### config.mk
export PLATFORM = sky130hd
export DESIGN_NAME = mv_window_fetcher
export DESIGN_NICKNAME = d
export VERILOG_FILES = /design/src/rtl/mvwf_pkg.sv /design/src/rtl/mvwf_wnd_plan.sv /design/src/rtl/mvwf_row_span.sv /design/src/rtl/mvwf_retain_store.sv /design/src/rtl/mv_window_fetcher.sv
export SDC_FILE = /design/constraint.sdc
export NUM_CORES = 1
export LEC_CHECK = 0
export BUFFER_PORTS_ARGS = -buffer_cell sky130_fd_sc_hd__buf_2
export CAP_MARGIN = 40
export CORE_MARGIN = 5
export CORE_UTILIZATION = 30
export DETAILED_ROUTE_END_ITERATION = 10
export HOLD_SLACK_MARGIN = 0.1
export PLACE_DENSITY_LB_ADDON = 0.2
export RECOVER_POWER = 50
export SLEW_MARGIN = 20
export SYNTH_ARGS = -nofsm -noshare
export SYNTH_HDL_FRONTEND = slang
export SYNTH_SLANG_ARGS = --single-unit
### constraint.sdc
create_clock -name clk -period 8.6 [get_ports clk]
set_clock_uncertainty 0.05 [all_clocks]
set_input_delay 0.86 -clock clk [delete_from_list [all_inputs] [get_ports clk]]
set_output_delay 0.86 -clock clk [all_outputs]
set_load 0.02 [all_outputs]
### src/rtl/mvwf_pkg.sv
package mvwf_pkg;

    localparam int PIX_PER_WORD = 4;

    typedef enum logic [2:0] {
        FS_IDLE,
        FS_ROW,
        FS_LOOK,
        FS_REQ,
        FS_WAIT,
        FS_EMIT
    } fetch_state_e;

    // Window shape relative to the block's integer position.
    // Rows with index inside [band_lo, band_hi] use the wide span,
    // the remaining rows use the narrow span.
    typedef struct packed {
        logic signed [3:0] row_off;
        logic [3:0]        nrows;
        logic [3:0]        band_lo;
        logic [3:0]        band_hi;
        logic signed [3:0] wide_off;
        logic [3:0]        wide_w;
        logic signed [3:0] nar_off;
        logic [3:0]        nar_w;
    } win_shape_t;

endpackage

### src/rtl/mvwf_wnd_plan.sv
module mvwf_wnd_plan
    import mvwf_pkg::*;
(
    input  logic       is_chroma,
    input  logic [2:0] frac_x,
    input  logic [2:0] frac_y,
    output win_shape_t shape
);

    logic [1:0] lfx;
    logic [1:0] lfy;
    logic       l_hor;
    logic       l_ver;
    logic       c_hor;
    logic       c_ver;
    logic       diag;

    assign lfx   = frac_x[1:0];
    assign lfy   = frac_y[1:0];
    assign l_hor = (lfx != 2'd0);
    assign l_ver = (lfy != 2'd0);
    assign c_hor = (frac_x != 3'd0);
    assign c_ver = (frac_y != 3'd0);
    assign diag  = lfx[0] & lfy[0];

    always_comb begin
        shape          = '0;
        shape.nar_off  = 4'sd0;
        shape.nar_w    = 4'd4;
        if (is_chroma) begin
            shape.row_off  = 4'sd0;
            shape.nrows    = c_ver ? 4'd3 : 4'd2;
            shape.band_lo  = 4'd0;
            shape.band_hi  = c_ver ? 4'd2 : 4'd1;
            shape.wide_off = 4'sd0;
            shape.wide_w   = c_hor ? 4'd3 : 4'd2;
        end else if (!l_hor && !l_ver) begin
            shape.row_off  = 4'sd0;
            shape.nrows    = 4'd4;
            shape.band_lo  = 4'd0;
            shape.band_hi  = 4'd3;
            shape.wide_off = 4'sd0;
            shape.wide_w   = 4'd4;
        end else if (l_hor && !l_ver) begin
            shape.row_off  = 4'sd0;
            shape.nrows    = 4'd4;
            shape.band_lo  = 4'd0;
            shape.band_hi  = 4'd3;
            shape.wide_off = -4'sd2;
            shape.wide_w   = 4'd9;
        end else if (!l_hor && l_ver) begin
            shape.row_off  = -4'sd2;
            shape.nrows    = 4'd9;
            shape.band_lo  = 4'd0;
            shape.band_hi  = 4'd8;
            shape.wide_off = 4'sd0;
            shape.wide_w   = 4'd4;
        end else if (diag) begin
            shape.row_off  = -4'sd2;
            shape.nrows    = 4'd9;
            shape.band_lo  = lfy[1] ? 4'd3 : 4'd2;
            shape.band_hi  = lfy[1] ? 4'd6 : 4'd5;
            shape.wide_off = -4'sd2;
            shape.wide_w   = 4'd9;
            shape.nar_off  = lfx[1] ? 4'sd1 : 4'sd0;
            shape.nar_w    = 4'd4;
        end else begin
            shape.row_off  = -4'sd2;
            shape.nrows    = 4'd9;
            shape.band_lo  = 4'd0;
            shape.band_hi  = 4'd8;
            shape.wide_off = -4'sd2;
            shape.wide_w   = 4'd9;
        end
    end

endmodule

### src/rtl/mvwf_row_span.sv
module mvwf_row_span
    import mvwf_pkg::*;
#(
    parameter int COORD_W = 12
) (
    input  win_shape_t         shape,
    input  logic [COORD_W-1:0] base_x,
    input  logic [COORD_W-1:0] base_y,
    input  logic [3:0]         row_i,
    output logic [COORD_W-1:0] cur_row,
    output logic [COORD_W-1:0] col_first,
    output logic [COORD_W-1:0] col_final
);

    localparam int EXT_W = COORD_W - 4;

    logic              in_band;
    logic signed [3:0] c_off;
    logic [3:0]        c_w;
    logic [COORD_W-1:0] row_off_x;
    logic [COORD_W-1:0] c_off_x;

    assign in_band   = (row_i >= shape.band_lo) && (row_i <= shape.band_hi);
    assign c_off     = in_band ? shape.wide_off : shape.nar_off;
    assign c_w       = in_band ? shape.wide_w : shape.nar_w;
    assign row_off_x = {{EXT_W{shape.row_off[3]}}, shape.row_off};
    assign c_off_x   = {{EXT_W{c_off[3]}}, c_off};

    assign cur_row   = base_y + row_off_x + {{EXT_W{1'b0}}, row_i};
    assign col_first = base_x + c_off_x;
    assign col_final = col_first + {{EXT_W{1'b0}}, c_w} - {{(COORD_W-1){1'b0}}, 1'b1};

endmodule

### src/rtl/mvwf_retain_store.sv
module mvwf_retain_store #(
    parameter int COORD_W   = 12,
    parameter int WORD_BITS = 32,
    parameter int IDX_W     = 4
) (
    input  logic                 clk,
    input  logic                 rst_n,
    input  logic [COORD_W-1:0]   look_row,
    input  logic [COORD_W-3:0]   look_word,
    output logic                 look_hit,
    output logic [WORD_BITS-1:0] look_data,
    input  logic                 wr_en,
    input  logic [COORD_W-1:0]   wr_row,
    input  logic [COORD_W-3:0]   wr_word,
    input  logic [WORD_BITS-1:0] wr_data
);

    localparam int SLOTS = 1 << IDX_W;

    logic                 slot_vld  [SLOTS];
    logic [COORD_W-1:0]   slot_row  [SLOTS];
    logic [COORD_W-3:0]   slot_word [SLOTS];
    logic [WORD_BITS-1:0] slot_data [SLOTS];

    logic [IDX_W-1:0] look_idx;
    logic [IDX_W-1:0] wr_idx;

    assign look_idx  = look_row[IDX_W-1:0];
    assign wr_idx    = wr_row[IDX_W-1:0];
    assign look_hit  = slot_vld[look_idx] && (slot_row[look_idx] == look_row)
                       && (slot_word[look_idx] == look_word);
    assign look_data = slot_data[look_idx];

    for (genvar s = 0; s < SLOTS; s++) begin : g_slot
        always_ff @(posedge clk) begin
            if (!rst_n) begin
                slot_vld[s] <= 1'b0;
            end else if (wr_en && (wr_idx == s[IDX_W-1:0])) begin
                slot_vld[s] <= 1'b1;
            end
        end

        always_ff @(posedge clk) begin
            if (wr_en && (wr_idx == s[IDX_W-1:0])) begin
                slot_row[s]  <= wr_row;
                slot_word[s] <= wr_word;
                slot_data[s] <= wr_data;
            end
        end
    end

endmodule

### src/rtl/mv_window_fetcher.sv
module mv_window_fetcher
    import mvwf_pkg::*;
#(
    parameter int COORD_W   = 12,
    parameter int PIX_W     = 8,
    parameter int RET_IDX_W = 4
) (
    input  logic                         clk,
    input  logic                         rst_n,
    input  logic                         start,
    input  logic                         is_chroma,
    input  logic [COORD_W-1:0]           pos_x,
    input  logic [COORD_W-1:0]           pos_y,
    input  logic [2:0]                   frac_x,
    input  logic [2:0]                   frac_y,
    output logic                         busy,
    output logic                         req_valid,
    input  logic                         req_ready,
    output logic [COORD_W-1:0]           req_row,
    output logic [COORD_W-3:0]           req_word,
    input  logic                         rsp_valid,
    input  logic [PIX_PER_WORD*PIX_W-1:0] rsp_data,
    output logic                         pix_valid,
    output logic [PIX_W-1:0]             pix_data,
    output logic [COORD_W-1:0]           pix_x,
    output logic [COORD_W-1:0]           pix_y,
    output logic                         pix_last
);

    localparam int WORD_BITS = PIX_PER_WORD * PIX_W;

    typedef struct packed {
        fetch_state_e         state;
        logic [COORD_W-1:0]   base_x;
        logic [COORD_W-1:0]   base_y;
        win_shape_t           shape;
        logic [3:0]           row_i;
        logic [COORD_W-1:0]   col;
        logic [COORD_W-1:0]   col_end;
        logic [WORD_BITS-1:0] data;
    } ctl_t;

    ctl_t ctl_d;
    ctl_t ctl_q;

    win_shape_t         plan_shape;
    logic [COORD_W-1:0] span_row;
    logic [COORD_W-1:0] span_first;
    logic [COORD_W-1:0] span_final;
    logic               ret_hit;
    logic [WORD_BITS-1:0] ret_data;
    logic               ret_we;
    logic               row_is_last;
    logic               col_is_last;
    logic [PIX_W-1:0]   lanes [PIX_PER_WORD];

    mvwf_wnd_plan u_plan (
        .is_chroma (is_chroma),
        .frac_x    (frac_x),
        .frac_y    (frac_y),
        .shape     (plan_shape)
    );

    mvwf_row_span #(.COORD_W(COORD_W)) u_span (
        .shape     (ctl_q.shape),
        .base_x    (ctl_q.base_x),
        .base_y    (ctl_q.base_y),
        .row_i     (ctl_q.row_i),
        .cur_row   (span_row),
        .col_first (span_first),
        .col_final (span_final)
    );

    mvwf_retain_store #(
        .COORD_W   (COORD_W),
        .WORD_BITS (WORD_BITS),
        .IDX_W     (RET_IDX_W)
    ) u_store (
        .clk       (clk),
        .rst_n     (rst_n),
        .look_row  (span_row),
        .look_word (ctl_q.col[COORD_W-1:2]),
        .look_hit  (ret_hit),
        .look_data (ret_data),
        .wr_en     (ret_we),
        .wr_row    (span_row),
        .wr_word   (ctl_q.col[COORD_W-1:2]),
        .wr_data   (rsp_data)
    );

    assign row_is_last = (ctl_q.row_i == (ctl_q.shape.nrows - 4'd1));
    assign col_is_last = (ctl_q.col == ctl_q.col_end);

    for (genvar g = 0; g < PIX_PER_WORD; g++) begin : g_lane
        assign lanes[g] = ctl_q.data[g*PIX_W +: PIX_W];
    end

    always_comb begin
        ctl_d  = ctl_q;
        ret_we = 1'b0;
        case (ctl_q.state)
            FS_IDLE: begin
                if (start) begin
                    ctl_d.base_x = pos_x;
                    ctl_d.base_y = pos_y;
                    ctl_d.shape  = plan_shape;
                    ctl_d.row_i  = 4'd0;
                    ctl_d.state  = FS_ROW;
                end
            end
            FS_ROW: begin
                ctl_d.col     = span_first;
                ctl_d.col_end = span_final;
                ctl_d.state   = FS_LOOK;
            end
            FS_LOOK: begin
                if (ret_hit) begin
                    ctl_d.data  = ret_data;
                    ctl_d.state = FS_EMIT;
                end else begin
                    ctl_d.state = FS_REQ;
                end
            end
            FS_REQ: begin
                if (req_ready) begin
                    ctl_d.state = FS_WAIT;
                end
            end
            FS_WAIT: begin
                if (rsp_valid) begin
                    ctl_d.data  = rsp_data;
                    ret_we      = 1'b1;
                    ctl_d.state = FS_EMIT;
                end
            end
            FS_EMIT: begin
                if (col_is_last) begin
                    if (row_is_last) begin
                        ctl_d.state = FS_IDLE;
                    end else begin
                        ctl_d.row_i = ctl_q.row_i + 4'd1;
                        ctl_d.state = FS_ROW;
                    end
                end else begin
                    ctl_d.col = ctl_q.col + {{(COORD_W-1){1'b0}}, 1'b1};
                    if (ctl_q.col[1:0] == 2'd3) begin
                        ctl_d.state = FS_LOOK;
                    end
                end
            end
            default: ctl_d.state = FS_IDLE;
        endcase
    end

    always_ff @(posedge clk) begin
        if (!rst_n) begin
            ctl_q <= '0;
        end else begin
            ctl_q <= ctl_d;
        end
    end

    assign busy      = (ctl_q.state != FS_IDLE);
    assign req_valid = (ctl_q.state == FS_REQ);
    assign req_row   = span_row;
    assign req_word  = ctl_q.col[COORD_W-1:2];
    assign pix_valid = (ctl_q.state == FS_EMIT);
    assign pix_data  = lanes[ctl_q.col[1:0]];
    assign pix_x     = ctl_q.col;
    assign pix_y     = span_row;
    assign pix_last  = pix_valid && col_is_last && row_is_last;

endmodule

# --- Word-level counts from Yosys, hierarchy flattened ---
# Memory sizes are Yosys's and may differ from the RTL's.
# Cells that the tools add are included.
totals:
  latchBits: 0
  word_cells: 422
  in_bits: 68
  output_inout_bits: 58
  mem_bits_rw: 880
  romBits: 0
  regBits: 119
  mem_count: 4
op_classes:
  n_reduce_logical: 86
  n_mul: 0
  order_cmp: 3
  bitwise: 18
  mux: 255
  n_div: 0
  shift: 0
  eq_ne: 33
  addsub: 8
memory_table:
  columns: ["memory", "depth", "width", "rd", "rd_clocked_by_memory_dff", "write_ports", "line", "rtl"]
  rows:
  - ["u_store.slot_data", 16, 32, 1, 0, 1, "mvwf_retain_store.sv:23", "logic [WORD_BITS-1:0] slot_data [SLOTS];"]
  - ["u_store.slot_row", 16, 12, 1, 0, 1, "mvwf_retain_store.sv:21", "logic [COORD_W-1:0] slot_row [SLOTS];"]
  - ["u_store.slot_word", 16, 10, 1, 0, 1, "mvwf_retain_store.sv:22", "logic [COORD_W-3:0] slot_word [SLOTS];"]
  - ["u_store.slot_vld", 16, 1, 1, 0, 16, "mvwf_retain_store.sv:20", "logic slot_vld [SLOTS];"]
op_table:
  columns: ["cell", "count"]
  rows:
  - ["$mux W32", 17]
  - ["$reduce_or A32 Y1", 15]
  - ["$mux W4", 49]
  - ["$mux W12", 16]
  - ["$reduce_or A12 Y1", 15]
  - ["$mux W10", 15]
  - ["$reduce_or A10 Y1", 15]
  - ["$mux W1", 133]
  - ["$mux W24", 4]
  - ["$pmux W32 S2", 1]
  - ["$mux W63", 1]
  - ["$mux W8", 7]
  - ["$eq A4 B4 Y1 const B", 8]
  - ["$add A12 B12 Y12", 2]
  - ["$add A12 B4 Y12", 2]
  - ["$eq A12 B12 Y1", 2]
  - ["$logic_and A1 B1 Y1", 24]
  - ["$pmux W12 S2", 1]
  - ["$pmux W3 S6", 1]
  - ["$bmux W8 S2", 1]
  - ["$eq A4 B3 Y1 const B", 4]
  - ["$mux W16", 1]
  - ["$or A1 B1 Y1", 16]
  - ["$mux W3", 5]
  - ["other kinds (30)", 48]

# --- Longest topological paths before layout ---
logic_depth:
  word_depth: 22
  ltp_mapped: 25
  depth_no_buf: 25

# --- By module ---
# A second synthesis with hierarchy kept.
hier_totals:
  cells_unflattened: 2468
  area_unflattened_um2: 42270.5
by_module_without_submodules:
  columns: ["mod", "seq_area_each_um2", "area_each_um2", "cells_each", "instances"]
  rows:
  - ["mvwf_retain_store", 26415.3, 33838.7, 1442, 1]
  - ["mv_window_fetcher", 2382.3, 5769.3, 681, 1]
  - ["mvwf_row_span", 0.0, 2379.8, 299, 1]
  - ["mvwf_wnd_plan", 0.0, 282.8, 46, 1]

# --- Worst setup path before layout ---
# Ideal clock, no wire load.
synth_timing:
  path_type: "flip-flop to flip-flop"
  start: "register ctl_q[90] (netlist bit)"
  end: "memory u_store.slot_data[15][0] (enable)"
  slack_ns: 2.129
  stages_incl_launch_ff: 12
  required_ns: 8.084
  path_buffers: 7
  arrival_ns: 5.955
  setup_time_ns: 0.466
  period_less_slack_ns: 6.471
  path_cell_list: "dfxtp_1 fa_1 ha_1 buf_2 buf_2 buf_2 buf_1 clkbuf_1 buf_1 nand3_1 clkbuf_1 nor2_1"
synth_via:
  elab_chain_len: 22
  word_cells_on_any_way: 111
  classes_between: "add/sub: 2; eq/ne: 15; mux: 62; reduce/logical: 32"
synth_lines:
  columns: ["element", "line", "rtl"]
  rows:
  - ["start: declaration", "mv_window_fetcher.sv:44", "ctl_t ctl_q;"]
  - ["start signal: assignment", "mv_window_fetcher.sv:159", "ctl_q <= ctl_d;"]
  - ["$add A12 B12 Y12 (*)", "mvwf_row_span.sv:29", "assign cur_row = base_y + row_off_x + {{EXT_W{1'b0}}, row_i};"]
  - ["$add A12 B4 Y12 (*)", "mvwf_row_span.sv:29", null]
  - ["$eq A4 B1 Y1", "mvwf_retain_store.sv:44", "if (wr_en && (wr_idx == s[IDX_W-1:0])) begin"]
  - ["$logic_and A1 B1 Y1", "mvwf_retain_store.sv:44", null]
  - ["$mux W1", "mvwf_retain_store.sv:44", null]
  - ["$mux W1 (not written as such)", "mvwf_retain_store.sv:47", "slot_data[s] <= wr_data;"]
  - ["$reduce_or A32 Y1 (no source line)", null, null]
  - ["$mux W4 (no source line) / $mux W1 (equally long branches) (15 in a row)", null, null]
  - ["end: declaration", "mvwf_retain_store.sv:23", null]
# Mark *: on every way between the ends. The rest lies on a longest branch, timed or not.

# --- Worst setup path in the final report ---
layout_timing:
  start: "register ctl_q[56] (netlist bit)"
  end: "register ctl_q[31] (netlist bit)"
layout_via:
  elab_chain_len: 7
  word_cells_on_any_way: 13
  classes_between: "add/sub: 1; eq/ne: 3; mux: 2; reduce/logical: 3; memory: 4"
layout_lines:
  columns: ["element", "line", "rtl"]
  rows:
  - ["$add A12 B4 Y12 (*)", "mvwf_row_span.sv:29", null]
  - ["$mem_v2 Z16 W12", null, null]
  - ["$eq A12 B12 Y1", "mvwf_retain_store.sv:30", "assign look_hit = slot_vld[look_idx] && (slot_row[look_idx] == look_row)"]
  - ["$logic_and A1 B1 Y1", "mvwf_retain_store.sv:30", null]
  - ["$logic_and A1 B1 Y1", "mvwf_retain_store.sv:31", "&& (slot_word[look_idx] == look_word);"]
  - ["$ne A2 B2 Y1 (no source line)", null, null]
  - ["$reduce_and A3 Y1 (no source line)", null, null]
# Mark *: on every way between the ends. The rest lies on a longest branch, timed or not. The select of a mux whose other input is x is not followed.
# A chain may end at the register's enable or synchronous reset.

==> impl_metrics.env <==
export IMPL_synth_seq_cells=981
export IMPL_wl_per_cell_um=24.1
export IMPL_finalHoldViolations=0
export IMPL_whs_path_depth=3
export IMPL_grt_use_met2_pct=22.7
export IMPL_peakVddDrop_v=0.000145
export IMPL_met3_usage_pct=2.27
export IMPL_num_vias=20500
export IMPL_cts_hold_fix_buffers=0
export IMPL_start_util_pct=30.1
export IMPL_grt_use_total_pct=14.2
export IMPL_switching_share_pct=24.2
export IMPL_cts_tree="done"
export IMPL_cp_start_kind="flip-flop"
export IMPL_power_frac_seq_pct=47.9
export IMPL_yosysTopAreaCellShare_pct=65.9
export IMPL_clock_path_buffers=3
export IMPL_hold_path_class="input port to flip-flop"
export IMPL_final_max_slew_violation_count=76
export IMPL_drive_above_1_share_pct=22.9
export IMPL_clock_latency_ns=0.70
export IMPL_status="finished with violations"
export IMPL_cp_max_fo=40
export IMPL_tns_ns=0
export IMPL_antenna_found_initial=7
export IMPL_pwr_share_clk_pct=40.0
export IMPL_p_int_uw=8420
export IMPL_dp_hpwl_um=61100
export IMPL_grt_overflow=0
export IMPL_postRouteAntennaNets=0
export IMPL_finalSetupViolCount=0
export IMPL_numPortBuffers=125
export IMPL_p_leak_uw=0.0148
export IMPL_combPwrFrac_pct=12.1
export IMPL_yosysSeqAreaShare_pct=71.0
export IMPL_syn_inst=2185
export IMPL_cts_sinks=981
export IMPL_fp_coreArea_mm2=0.133
export IMPL_arrival_ns=7.43
export IMPL_yosys_cell_count_top_type="edfxtp_1"
export IMPL_drt_initial_drc_count=1402
export IMPL_use_met1_pct=20.1
export IMPL_synth_edf_count=879
export IMPL_synthArstFlopShare_pct=0
export IMPL_rsz0062_at_grt="no"
export IMPL_drv_cap=2
export IMPL_gp_congestion=0.756
export IMPL_yosys_warnings=0
export IMPL_syn_area_per_cell_um2=18.3
export IMPL_netlist_area_mm2=0.0400
export IMPL_final_cell_area_mm2=0.0464
export IMPL_cts_resized=0
export IMPL_path_class="flip-flop to flip-flop"
export IMPL_htreeDepth=3
export IMPL_area_growth_pct=15.8
export IMPL_drc_errors=0
export IMPL_n_antenna_cell=0
export IMPL_min_to="ctl_q[109]"
export IMPL_num_fill_cells=12600
export IMPL_dr_pass1_iters=6
export IMPL_gr_max_usage_layer="met2"
export IMPL_synth_fp_nets=2310
export IMPL_chipWidth_um=375
export IMPL_yosys_area_top_type="edfxtp_1"
export IMPL_reg2reg_depth=12
export IMPL_wirelength_um=101000
export IMPL_synth_area_leaders="edfxtp_1 (66%), mux4_2 (15%), dfxtp_1 (5.1%)"
export IMPL_cts_buffers=103
export IMPL_power_density_mw_per_mm2=239
export IMPL_reg2reg_from="ctl_q[56]"
export IMPL_top_level_ports=126
export IMPL_switchingPower_uw=2690
export IMPL_cts_setup_buffers=0
export IMPL_synthFlopType="edfxtp_1"
export IMPL_final_util_pct=34.8
export IMPL_dieArea_mm2=0.141
export IMPL_critPathRequiredTime_ns=9.10
export IMPL_die_height_um=375
export IMPL_violations="capacitance limit, slew limit"
export IMPL_dpl_cell_area_mm2=0.0432
export IMPL_grt_max_degree=96
export IMPL_grt_pass1_wl_um=148000
export IMPL_viasPerCell=4.89
export IMPL_clkTransAtPathRegs_ns=0.06
export IMPL_grt_pass1_vias=21400
export IMPL_period_share_pct=80.5
export IMPL_slew_headroom_pct=-51.2
export IMPL_finalCriticalPeriod_ns=6.92
export IMPL_tightest_slew_ns=2.27
export IMPL_cts_root_buffer="clkbuf_16"
export IMPL_max_freq_mhz=144
export IMPL_rrSetupSlack_ns=1.68
export IMPL_synth_distinct_cells=69
export IMPL_core_rowCount=134
export IMPL_crit_reg2reg_capture="ctl_q[31]"
export IMPL_ys_top_cells_by_count="edfxtp_1 (879), mux4_2 (258), nand2_1 (111), dfxtp_1 (102), a21oi_1 (79)"
export IMPL_min_delay_start="pos_x[5]"
export IMPL_fin_nets=2463
export IMPL_endpoint_kind="flip-flop"
-- registers in the layout (all words and copies together), names as in the netlist --
register and count:
ctl_q 89, pix_x 12, u_store.slot_row 192, u_store.slot_data 512, u_store.slot_vld 16, u_store.slot_word 160
-- logic make-up after synthesis --
group	after synthesis	synth area share, %
flip-flops	981	71.0
AO/OA/AOI/OAI	261	4.13
AND/OR/NAND/NOR	306	3.54
buffers and inverters	224	2.60
multiplexers	284	15.2
adder cells (fa/ha/maj)	59	1.94
XOR/XNOR	70	1.62
-- cell usage in the layout, fill, tap and decap left out, drive strengths merged, types with 5 or more instances in the layout --
cell type,Yosys,final
nand3,16,16
mux4,258,258
o21ai,75,75
and3,13,13
xor2,25,25
mux2i,25,25
fa,6,6
clkinv,2,39
dfxtp,102,102
buf,77,111
nor2,78,78
clkbuf,74,231
ha,51,51
nand3b,10,10
nor4,5,5
a22oi,12,12
inv,71,76
nand4,12,12
o21a,5,5
nor3,34,34
bufinv,0,8
o22ai,6,6
nand2,111,111
edfxtp,879,879
a32oi,32,32
xnor2,43,43
a21o,5,5
a211oi,7,7
o21bai,5,5
nor2b,9,9
a21oi,79,79
-- final cells by class --
cell class	count	area [µm²]	area share, %
Clock buffer	143	2880	6.20
Clock inverter	52	512	1.10
Inverter	73	274	0.591
Multi-Input combinational cell	980	10700	23.2
Sequential cell	981	28400	61.3
Tap cell	1768	2210	4.77
Timing Repair Buffer	199	1330	2.86
-- metrics by stage --
step	cells	setup WS [ns]	hold slack (ns)	total power [µW]
after global routing	4196	1.05	0.321	11600
after detailed placement	3999	2.30	0.397	6810
after floorplan	2185	2.13	0.377	6360
after global placement	3982	2.25	0.393	6770
final	4196	1.68	0.358	11100
after CTS	4194	2.28	0.285	11300
-- worst max-delay path: stages (launching register included) --
cell	delay, ns
dfxtp_1	0.38
ha_1	1.85
buf_4	0.83
mux4_2	0.61
mux2i_1	0.15
mux2i_1	0.11
xor2_1	0.16
nor4_1	0.59
nand4_1	0.33
nor4_4	0.21
buf_4	0.47
a311o_2	0.77
o21ai_0	0.16
-- per-layer routing --
metal | vias up | share of wire (%) | wire (µm)
met3 | 127 | 4.4 | 4410
met4 | 2 | 2.0 | 2000
met2 | 449 | 47 | 47900
met5 | - | 0.013 | 13
met1 | 10900 | 46 | 46600
li1 | 9077 | - | -
-- worst max-delay path by stage --
| stage | from | depth (start not counted) | to |
|---|---|---|---|
| after floorplan | ctl_q[90] | 11 | u_store.slot_data[15][0] |
| after global placement | ctl_q[90] | 15 | ctl_q[31] |
| after detailed placement | ctl_q[90] | 14 | ctl_q[31] |
| after CTS | ctl_q[90] | 14 | ctl_q[31] |
| after global routing | ctl_q[56] | 12 | ctl_q[31] |
| final | ctl_q[56] | 12 | ctl_q[31] |
-- power by group through the flow --
stage	Clock [µW]	Sequential, µW	Combinational (µW)
final	4440	5320	1350
after global routing	4760	5330	1470
after CTS	4560	5320	1390
after detailed placement	0	5430	1390
after global placement	0	5430	1340
after floorplan	0	5430	935
Note: power is estimated with default switching activity, not from simulation.
